## config.mk

```make
export PLATFORM = sky130hd
export DESIGN_NAME = nvm_twi_target
export DESIGN_NICKNAME = d
export VERILOG_FILES = /design/src/rtl/nvm_twi_pkg.sv /design/src/rtl/nvm_twi_line_events.sv /design/src/rtl/nvm_twi_addr_ctr.sv /design/src/rtl/nvm_twi_target.sv
export SDC_FILE = /design/constraint.sdc
export NUM_CORES = 1
export LEC_CHECK = 0
export CAP_MARGIN = 20
export CORE_UTILIZATION = 46
export CTS_BUF_LIST = sky130_fd_sc_hd__clkbuf_4 sky130_fd_sc_hd__clkbuf_8
export DETAILED_ROUTE_END_ITERATION = 12
export PLACE_DENSITY = 0.76
export SLEW_MARGIN = 30
export SYNTH_ARGS = -nofsm -noshare
export SYNTH_HDL_FRONTEND = slang
export SYNTH_HIERARCHICAL = 1
export SYNTH_SLANG_ARGS = --single-unit
```

## constraint.sdc

```tcl
create_clock -name clk -period 5.3 [get_ports clk]
set_input_delay 1.06 -clock clk [delete_from_list [all_inputs] [get_ports clk]]
set_output_delay 1.06 -clock clk [all_outputs]
set_load 0.005 [all_outputs]
```

## src/rtl/nvm_twi_pkg.sv

```systemverilog
// Shared types for the two-wire memory target.
// Assumes: nothing beyond the 1800-2017 language.
package nvm_twi_pkg;

    typedef enum logic [3:0] {
        ST_IDLE,
        ST_DEV,
        ST_DEV_ACK,
        ST_AHI,
        ST_AHI_ACK,
        ST_ALO,
        ST_ALO_ACK,
        ST_WDAT,
        ST_WDAT_ACK,
        ST_RDAT,
        ST_RACK
    } twi_state_t;

    localparam logic [3:0] DEV_CODE = 4'b1010;

endpackage

```

## src/rtl/nvm_twi_line_events.sv

```systemverilog
// Turns oversampled SCL/SDA levels into single-cycle bus events.
// Assumes: inputs are already synchronised to clk; the idle bus level is high.
module nvm_twi_line_events (
    input  logic clk,
    input  logic rst_n,
    input  logic scl_i,
    input  logic sda_i,
    output logic start_o,
    output logic stop_o,
    output logic rise_o,
    output logic fall_o
);

    logic scl_q;
    logic sda_q;

    // Hold the previous sample of both lines.
    always_ff @(posedge clk) begin
        if (!rst_n) begin
            scl_q <= 1'b1;
            sda_q <= 1'b1;
        end else begin
            scl_q <= scl_i;
            sda_q <= sda_i;
        end
    end

    // A data edge while the clock stays high is a bus condition.
    always_comb begin
        start_o = scl_q & scl_i & sda_q & ~sda_i;
        stop_o  = scl_q & scl_i & ~sda_q & sda_i;
        rise_o  = ~scl_q & scl_i;
        fall_o  = scl_q & ~scl_i;
    end

endmodule

```

## src/rtl/nvm_twi_addr_ctr.sv

```systemverilog
// Current address counter: load, whole-array step, or in-page step.
// Assumes: at most one of the step requests is active per cycle; load wins.
module nvm_twi_addr_ctr #(
    parameter int ADDR_W = 13,
    parameter int PAGE_W = 5
) (
    input  logic              clk,
    input  logic              rst_n,
    input  logic              load_i,
    input  logic [ADDR_W-1:0] load_val_i,
    input  logic              step_full_i,
    input  logic              step_page_i,
    output logic [ADDR_W-1:0] cur_o
);

    // Update the counter: cleared at reset, then loaded or stepped.
    always_ff @(posedge clk) begin
        if (!rst_n) begin
            cur_o <= '0;
        end else if (load_i) begin
            cur_o <= load_val_i;
        end else if (step_full_i) begin
            cur_o <= cur_o + 1'b1;
        end else if (step_page_i) begin
            cur_o <= {cur_o[ADDR_W-1:PAGE_W], cur_o[PAGE_W-1:0] + 1'b1};
        end
    end

    // an in-page step never changes the page bits
    a_r5_page_hold: assert property (@(posedge clk) disable iff (!rst_n)
        (step_page_i && !load_i) |=> cur_o[ADDR_W-1:PAGE_W] == $past(cur_o[ADDR_W-1:PAGE_W]));

    // a whole-array step from the top address lands on zero
    a_r8_full_wrap: assert property (@(posedge clk) disable iff (!rst_n)
        (step_full_i && !load_i && cur_o == '1) |=> cur_o == '0);

endmodule

```

## src/rtl/nvm_twi_target.sv

```systemverilog
// Two-wire slave front end for a byte-addressed nonvolatile memory.
// Matches the device word, takes a two-byte word address, strobes write
// bytes to a sequencer, commits on stop, and streams read bytes.
// Assumes: SCL/SDA synchronised and oversampled several times per phase;
// rd_data_i is valid in the same cycle as rd_addr_o.
module nvm_twi_target
    import nvm_twi_pkg::*;
#(
    parameter int ADDR_W = 13,
    parameter int PAGE_W = 5
) (
    input  logic              clk,
    input  logic              rst_n,
    input  logic              scl_i,
    input  logic              sda_i,
    input  logic              addr_sel_i,
    output logic              sda_pull_o,
    output logic [ADDR_W-1:0] rd_addr_o,
    input  logic [7:0]        rd_data_i,
    output logic              wr_stb_o,
    output logic [ADDR_W-1:0] wr_addr_o,
    output logic [7:0]        wr_data_o,
    output logic              commit_o,
    input  logic              busy_i
);

    localparam int HI_W = ADDR_W - 8;

    logic            start;
    logic            stop;
    logic            rise;
    logic            fall;
    twi_state_t      state;
    logic [3:0]      cnt;
    logic [7:0]      shreg;
    logic [7:0]      rbyte;
    logic [HI_W-1:0] ahi;
    logic            rw;
    logic            mack;
    logic            pending;
    logic            byte_done;
    logic            dev_match;
    logic            ctr_load;
    logic            ctr_step_full;
    logic            ctr_step_page;
    logic [ADDR_W-1:0] ctr;

    nvm_twi_line_events i_events (
        .clk     (clk),
        .rst_n   (rst_n),
        .scl_i   (scl_i),
        .sda_i   (sda_i),
        .start_o (start),
        .stop_o  (stop),
        .rise_o  (rise),
        .fall_o  (fall)
    );

    // Decode the address word and the counter requests for this cycle.
    always_comb begin
        byte_done     = fall && (cnt == 4'd8) && !start && !stop;
        dev_match     = (shreg[7:4] == DEV_CODE) && (shreg[3] == addr_sel_i) && (shreg[2:1] == 2'b00);
        ctr_load      = byte_done && (state == ST_ALO);
        ctr_step_page = byte_done && (state == ST_WDAT);
        ctr_step_full = fall && !start && !stop && (state == ST_RDAT) && (cnt == 4'd7);
    end

    nvm_twi_addr_ctr #(
        .ADDR_W (ADDR_W),
        .PAGE_W (PAGE_W)
    ) i_ctr (
        .clk         (clk),
        .rst_n       (rst_n),
        .load_i      (ctr_load),
        .load_val_i  ({ahi, shreg}),
        .step_full_i (ctr_step_full),
        .step_page_i (ctr_step_page),
        .cur_o       (ctr)
    );

    assign rd_addr_o = ctr;

    // Command sequencer: bus conditions first, then the per-state bit work.
    always_ff @(posedge clk) begin
        if (!rst_n) begin
            state      <= ST_IDLE;
            cnt        <= '0;
            shreg      <= '0;
            rbyte      <= '0;
            ahi        <= '0;
            rw         <= 1'b0;
            mack       <= 1'b0;
            pending    <= 1'b0;
            sda_pull_o <= 1'b0;
            wr_stb_o   <= 1'b0;
            wr_addr_o  <= '0;
            wr_data_o  <= '0;
            commit_o   <= 1'b0;
        end else begin
            wr_stb_o <= 1'b0;
            commit_o <= 1'b0;
            if (start) begin
                state      <= ST_DEV;
                cnt        <= '0;
                pending    <= 1'b0;
                sda_pull_o <= 1'b0;
            end else if (stop) begin
                state      <= ST_IDLE;
                commit_o   <= pending;
                pending    <= 1'b0;
                sda_pull_o <= 1'b0;
            end else begin
                case (state)
                    ST_DEV, ST_AHI, ST_ALO, ST_WDAT: begin
                        if (rise && cnt != 4'd8) begin
                            shreg <= {shreg[6:0], sda_i};
                            cnt   <= cnt + 4'd1;
                        end
                        if (byte_done) begin
                            cnt <= '0;
                            if (state == ST_DEV) begin
                                if (dev_match && !busy_i) begin
                                    state      <= ST_DEV_ACK;
                                    sda_pull_o <= 1'b1;
                                    rw         <= shreg[0];
                                end else begin
                                    state <= ST_IDLE;
                                end
                            end else if (state == ST_AHI) begin
                                ahi        <= shreg[HI_W-1:0];
                                state      <= ST_AHI_ACK;
                                sda_pull_o <= 1'b1;
                            end else if (state == ST_ALO) begin
                                state      <= ST_ALO_ACK;
                                sda_pull_o <= 1'b1;
                            end else begin
                                wr_stb_o   <= 1'b1;
                                wr_addr_o  <= ctr;
                                wr_data_o  <= shreg;
                                pending    <= 1'b1;
                                state      <= ST_WDAT_ACK;
                                sda_pull_o <= 1'b1;
                            end
                        end
                    end
                    ST_DEV_ACK: begin
                        if (fall) begin
                            if (rw) begin
                                state      <= ST_RDAT;
                                cnt        <= '0;
                                rbyte      <= rd_data_i;
                                sda_pull_o <= ~rd_data_i[7];
                            end else begin
                                state      <= ST_AHI;
                                sda_pull_o <= 1'b0;
                            end
                        end
                    end
                    ST_AHI_ACK: begin
                        if (fall) begin
                            state      <= ST_ALO;
                            sda_pull_o <= 1'b0;
                        end
                    end
                    ST_ALO_ACK, ST_WDAT_ACK: begin
                        if (fall) begin
                            state      <= ST_WDAT;
                            sda_pull_o <= 1'b0;
                        end
                    end
                    ST_RDAT: begin
                        if (fall) begin
                            if (cnt == 4'd7) begin
                                state      <= ST_RACK;
                                sda_pull_o <= 1'b0;
                            end else begin
                                cnt        <= cnt + 4'd1;
                                rbyte      <= {rbyte[6:0], 1'b0};
                                sda_pull_o <= ~rbyte[6];
                            end
                        end
                    end
                    ST_RACK: begin
                        if (rise) begin
                            mack <= ~sda_i;
                        end
                        if (fall) begin
                            if (mack) begin
                                state      <= ST_RDAT;
                                cnt        <= '0;
                                rbyte      <= rd_data_i;
                                sda_pull_o <= ~rd_data_i[7];
                            end else begin
                                state <= ST_IDLE;
                            end
                        end
                    end
                    default: begin
                        sda_pull_o <= 1'b0;
                    end
                endcase
            end
        end
    end

    // a complete header seen while busy leaves the bus released
    a_r7_busy_refuse: assert property (@(posedge clk) disable iff (!rst_n)
        (state == ST_DEV && byte_done && busy_i) |=> (!sda_pull_o && state == ST_IDLE));

    // a commit request only follows a stop condition
    a_r6_commit_after_stop: assert property (@(posedge clk) disable iff (!rst_n)
        commit_o |-> $past(stop));

    // a byte strobe coincides with acknowledging that byte
    a_r4_strobe_acks: assert property (@(posedge clk) disable iff (!rst_n)
        wr_stb_o |-> (state == ST_WDAT_ACK && sda_pull_o));

    // any start condition restarts header matching with SDA released
    a_r11_start_restart: assert property (@(posedge clk) disable iff (!rst_n)
        start |=> (state == ST_DEV && cnt == 4'd0 && !sda_pull_o));

    // standby never pulls SDA
    a_r9_idle_released: assert property (@(posedge clk) disable iff (!rst_n)
        (state == ST_IDLE) |-> !sda_pull_o);

    // the pull-down only changes on a falling SCL edge or a bus condition
    a_r3_drive_on_fall: assert property (@(posedge clk) disable iff (!rst_n)
        (!fall && !start && !stop) |=> $stable(sda_pull_o));

endmodule

```

==> summary.txt, run 1 <==
First-pass GRT wire length = 13200 µm
WHS Path Cells = 2
Post-synth EDFFs = 0
Initial Util = 0.474
CTS resizes = 0
Clock-pin slew of the registers on the worst-case setup and hold paths = 0.08 ns
Die ar. = 0.00778 mm²
Ports = 51
Synth top area share = 0.410
Max Clock Skew = 0.0123 ns
R2R depth = 11
Vias per Instance = 5.58
Worst-margin pin slew = 0.622 ns
CP arrival = 3.66 ns
Worst-Skew Late Latency = 0.34 ns
Total power = 1.28 mW
Final Wtd Congestion = 0.898
Leak pwr = 1.54 nW
1st-pass router iterations = 5
Kind of critical path = in -> reg
Post-CTS Setup Bufs = 0
Post-synthesis async set-or-reset flop share = 0
Vias in the first global route = 2764
CP endpoint kind = register
Via count = 3029
Slew HR = 0.585
FMAX = 291 MHz
PortBufs = 50
CTS root buffer = clkbuf_8
Total of max-cap violations = 0
Internal = 0.882 mW
Die Y = 88.2 µm
Clock share of power = 0.339
Total core area = 0.00721 mm²
Hold-fix buffers at CTS = 0
Layout cells sized above 1 = 0.0698
Reg power frac = 0.461
Yosys cell types = 53
Nets@finish = 457
Wirelength, routed = 7820 µm
DR iter-0 viols = 134
Top-count cell post-synth = dfxtp_1
Worst setup SP type = primary input
Final setup fails = 0
Setup TNS Final = 0 ns
Sw frac = 0.309
Unrepaired setup endpoints after global routing = false
Synth Cell Area = 0.00342 mm²
# rows = 31
P_sw = 0.394 mW
Die X = 88.2 µm
Detail Route Antenna Nets = 0
ANT cells = 0
Num Clock Sinks = 70
Slew Limit Fails = 0
CP max FO = 26
Synth Instances = 398
Finished Layout Cells = 543
Yosys warnings = 6
Status = complete, no violations
Cell taking the most area after synthesis = dfxtp_1
DRC errors left = 0
Pwr/cell area = 306 mW/mm²
Final Hold Viols = 0
Sequential area share after synthesis = 0.410
Placed Cells incl. Taps = 528
Area Growth Syn to Fin = 22.0%
CTS tree = done
DP Wirelength = 5290 µm
VDD IR-drop max = 0.000141 V
Synth Register Bits = 70
Tmin final = 3.44 ns
Num CTS Buffers = 9
Ys flop type = dfxtp_1
Crit share post-route = 0.648
Max Buffers Root-to-Sink = 2
GRT overflow = 0
Largest net degree at the start of global routing = 36
Largest cells by area after synthesis = dfxtp_1 (41%), mux2i_1 (7.9%), nand2_1 (7.4%)
GRT Util Overall = 0.216
Syn avg cell area = 8.59 µm²
H-tree Lvls = 3
WL/cell = 14.4 µm
Hold Crit Class = reg -> reg
Initial antenna violation count = 0
Synth top cells by count = dfxtp_1 (70), nand2_1 (67), mux2i_1 (27)
Part of the power in combinational logic = 0.200
Post-Syn Nets = 415
Req. time, crit path = 5.52 ns
cells by family (layout without fill, tap and decap cells):
family                     after synthesis  in the layout  share of synthesized area
AOI/OAI and AO/OA                       84             84                      0.168
xor gates and xnor gates                12             12                     0.0307
adders and majority gates                3              3                     0.0110
buffers and inverters                   32             78                     0.0366
DFF                                     70             70                      0.410
muxes                                   27             27                     0.0791
and+or+nand+nor                        170            170                      0.265
layout make-up:
cell class | count | area (µm²)
fill | 667 | 3050
multi-input combinational | 296 | 1890
sequential | 70 | 1400
timing repair buffer | 53 | 518
clock buffer | 10 | 138
tap | 99 | 124
clock inverter | 5 | 58.8
inverter | 10 | 37.5
cells in the final DEF, fill, tap and decap left out, drive strengths merged, types with 11 or more instances in the layout:
master         synthesis  final
dfxtp                 70     70
inv                   10     11
nand2                 67     67
clkdlybuf4s50          0     49
nor2b                 17     17
nor2                  23     23
a21oi                 19     19
a21boi                22     22
mux2i                 27     27
o21ai                 17     17
routing by layer:
layer,track usage,vias to the layer above,routed length [µm],share of wire
met4,0.0953,0,131,0.017
met2,0.334,99,3650,0.47
met1,0.299,1430,3660,0.47
met3,0.0330,15,376,0.048
met5,0,-,0,0
li1,-,1485,-,-
state kept, by name, indices dropped and copies added (netlist names):
| name | flops |
|---|---|
| pending | 1 |
| rbyte | 7 |
| wr_addr_o | 13 |
| cnt | 4 |
| shreg | 8 |
| ahi | 5 |
| wr_data_o | 8 |
| state | 4 |
| sda_pull_o | 1 |
| i_events/scl_q | 1 |
| i_ctr/cur_o | 13 |
| mack | 1 |
| i_events/sda_q | 1 |
| commit_o | 1 |
| rw | 1 |
| wr_stb_o | 1 |
final timing paths:
path	start	endpoint	slack, ns
worst max-delay path	sda_i	i_ctr/cur_o[2]	1.86
worst min-delay path	wr_addr_o[9]	wr_addr_o[9]	0.45
worst max register to register	cnt[0]	i_ctr/cur_o[2]	2.69
worst min register to register	wr_addr_o[9]	wr_addr_o[9]	0.45
stage by stage:
stage / hold WS [ns] / util / cell area (µm²) / setup slack [ns]
after global routing: 0.480 / 0.578 / 4170 / 1.74
after floorplan: 0.410 / - / 3420 / 2.28
after CTS: 0.455 / 0.579 / 4170 / 1.87
after detailed placement: 0.444 / 0.551 / 3980 / 1.51
after global placement: 0.440 / 0.551 / 3980 / 1.62
final: 0.453 / 0.578 / 4170 / 1.86
critical path, stage by stage:
cell	delay, ns
clkdlybuf4s50_1	0.54
and4b_1	0.25
or4b_4	0.59
nor2_1	0.15
nand3_1	0.12
inv_2	0.39
o21ai_0	0.17
xnor2_1	0.15
mux2i_1	0.18
nor2_1	0.06
power by group through the flow:
stage | registers [mW] | clock network (mW) | logic (mW)
after floorplan | 0.567 | 0 | 0.223
after global placement | 0.597 | 0 | 0.245
after detailed placement | 0.598 | 0 | 0.250
after CTS | 0.586 | 0.442 | 0.252
after global routing | 0.591 | 0.471 | 0.281
final | 0.588 | 0.433 | 0.256
(Power assumes the default switching activity.)
==> inputs of run 2 (changes only) <==
==> constraint.sdc (replaced) <==
create_clock -name clk -period 3.3 [get_ports clk]
set_input_delay 0.66 -clock clk [delete_from_list [all_inputs] [get_ports clk]]
set_output_delay 0.66 -clock clk [all_outputs]
set_load 0.005 [all_outputs]
==> run 2 against run 1 <==
  * Sequential share of layout area down 0.44 points
  * Non-clock buffer count up 8
  * Global-route usage down 0.23 points
  * Worst setup slack worse by 1.4 ns
==> summary.txt, run 2 (synthesized netlist as in run 1, its figures left out) <==
Status = complete, no violations
1st-pass router iterations = 4
Hold-fix buffers at CTS = 0
Part of the power in combinational logic = 0.202
CP Buf/Inv Count = 1
Internal = 1.41 mW
Req. time, crit path = 3.56 ns
Reg power frac = 0.466
P_sw = 0.608 mW
Total core area = 0.00721 mm²
Hold slack = 0.425 ns
Initial Util = 0.474
CTS resizes = 0
Num CTS Buffers = 9
Die Y = 88.2 µm
Die X = 88.2 µm
Placed Cells incl. Taps = 536
GRT overflow = 0
Leak pwr = 1.58 nW
Final Wtd Congestion = 0.874
Slew Limit Fails = 0
Finished Layout Cells = 550
Detail Route Antenna Nets = 0
Crit path largest cell delay = 0.60 ns
CTS tree = done
DR iter-0 viols = 225
Final setup fails = 0
ANT cells = 0
Critical path's top delay family = simple AND/OR/NAND/NOR gates
Biggest regs = i_ctr/cur_o x13, wr_addr_o x13
H-tree Lvls = 3
First-pass GRT wire length = 12800 µm
Max Buffers Root-to-Sink = 2
VDD IR-drop max = 0.000290 V
Final Core Density = 0.586
Hold Crit Class = reg -> reg
Clock share of power = 0.332
Area of the multi-input gates = 0.00189 mm²
Crit share post-route = 0.850
DP Wirelength = 5470 µm
FMAX = 356 MHz
Most frequent cells in the layout = dfxtp_1 (70), nand2_1 (67), clkdlybuf4s50_1 (50)
Fill count = 673
Via count = 3042
WL/cell = 14.0 µm
Register area = 0.00140 mm²
Layout cells sized above 1 = 0.0820
Total of max-cap violations = 0
Die ar. = 0.00778 mm²
Wirelength, routed = 7710 µm
Vias in the first global route = 2743
Sw frac = 0.301
CTS root buffer = clkbuf_8
Unrepaired setup endpoints after global routing = false
Nets@finish = 465
DRC errors left = 0
Kind of critical path = in -> reg
Area Growth Syn to Fin = 23.6%
Initial antenna violation count = 0
PortBufs = 50
Vias per Instance = 5.53
Placement Setup Slack = 0.125 ns
Worst setup SP type = primary input
Crit path cell chain = clkdlybuf4s50_1, and4b_1, or4b_4, a31oi_2, nand3_2, or4_1, a31oi_1
Max Clock Skew = 0.00952 ns
Num Clock Sinks = 70
Pwr/cell area = 479 mW/mm²
Placed inst area = 0.00404 mm²
Fin area = 0.00422 mm²
CP arrival = 3.07 ns
Final Hold Viols = 0
Final worst slack = 0.493 ns
Largest net degree at the start of global routing = 39
# rows = 31
CP max-delay cell = or4b_4
Setup TNS Final = 0 ns
CP endpoint kind = register
Ports = 51
Worst-margin pin slew = 0.620 ns
Worst-Skew Late Latency = 0.33 ns
Total power = 2.02 mW
Post-CTS Setup Bufs = 0
CP max FO = 8
Slew HR = 0.585
Commonest non-fill, non-tap cell in the layout = dfxtp_1
Clock-pin slew of the registers on the worst-case setup and hold paths = 0.07 ns
Tmin final = 2.81 ns
GRT Util Overall = 0.214
==> run 2: changes by cell type in the layout (fill, tap and decap cells not counted) <==
cell,change
buf_4,+8
clkinvlp_4,-2
buf_2,-1
clkdlybuf4s50_1,+1
clkinv_2,+1
clkinv_4,+1
inv_6,-1
==> run 2: worst register-to-register path: stages (launching register included) <==
cell and delay, ns:
dfxtp_1 0.70, nand2b_1 0.35, nor4_1 0.11, a211oi_1 0.31, nand3_2 0.19, or4_1 0.54
a31oi_1 0.17
==> run 2: area by class of cell <==
cell class | instances | share of cell area
Clock buffer | 10 | 0.0326
Timing Repair Buffer | 61 | 0.138
Inverter | 10 | 0.00889
Multi-Input combinational cell | 296 | 0.448
Tap cell | 99 | 0.0293
Sequential cell | 70 | 0.332
Clock inverter | 4 | 0.0116
==> run 2: metal layers <==
metal / vias up / routed length (µm) / GRT usage / share of wire
met1: 1426 / 3750 / 0.297 / 0.49
met3: 10 / 380 / 0.0434 / 0.049
met2: 105 / 3460 / 0.324 / 0.45
met4: 0 / 120 / 0.0865 / 0.016
met5: - / 0 / 0 / 0
li1: 1501 / - / - / -
==> run 2: path summary, 6_finish.rpt <==
kind,from,end,slack (ns),depth (start not counted)
min reg2reg,pending,commit_o,0.42,2
min,pending,commit_o,0.42,2
max,sda_i,cnt[3],0.49,7
max reg2reg,state[2],cnt[3],0.85,6
==> run 2: power groups by stage <==
stage | Combinational [mW] | Sequential (mW) | Clock (mW)
2_1_floorplan | 0.358 | 0.911 | 0
3_3_place_gp | 0.397 | 0.960 | 0
3_5_place_dp | 0.398 | 0.961 | 0
4_1_cts | 0.403 | 0.942 | 0.690
5_1_grt | 0.450 | 0.950 | 0.726
6_report | 0.408 | 0.942 | 0.671
==> inputs of run 3 (changes only) <==
--- a/config.mk
+++ b/config.mk
@@ -8,6 +8,7 @@
 export CAP_MARGIN = 20
 export CORE_UTILIZATION = 46
 export CTS_BUF_LIST = sky130_fd_sc_hd__clkbuf_4 sky130_fd_sc_hd__clkbuf_8
+export CTS_CLUSTER_DIAMETER = 40
 export DETAILED_ROUTE_END_ITERATION = 12
 export PLACE_DENSITY = 0.76
 export SLEW_MARGIN = 30
==> results of run 3 <==
The final DEF is identical to that of run 2; final timing and power are the same.
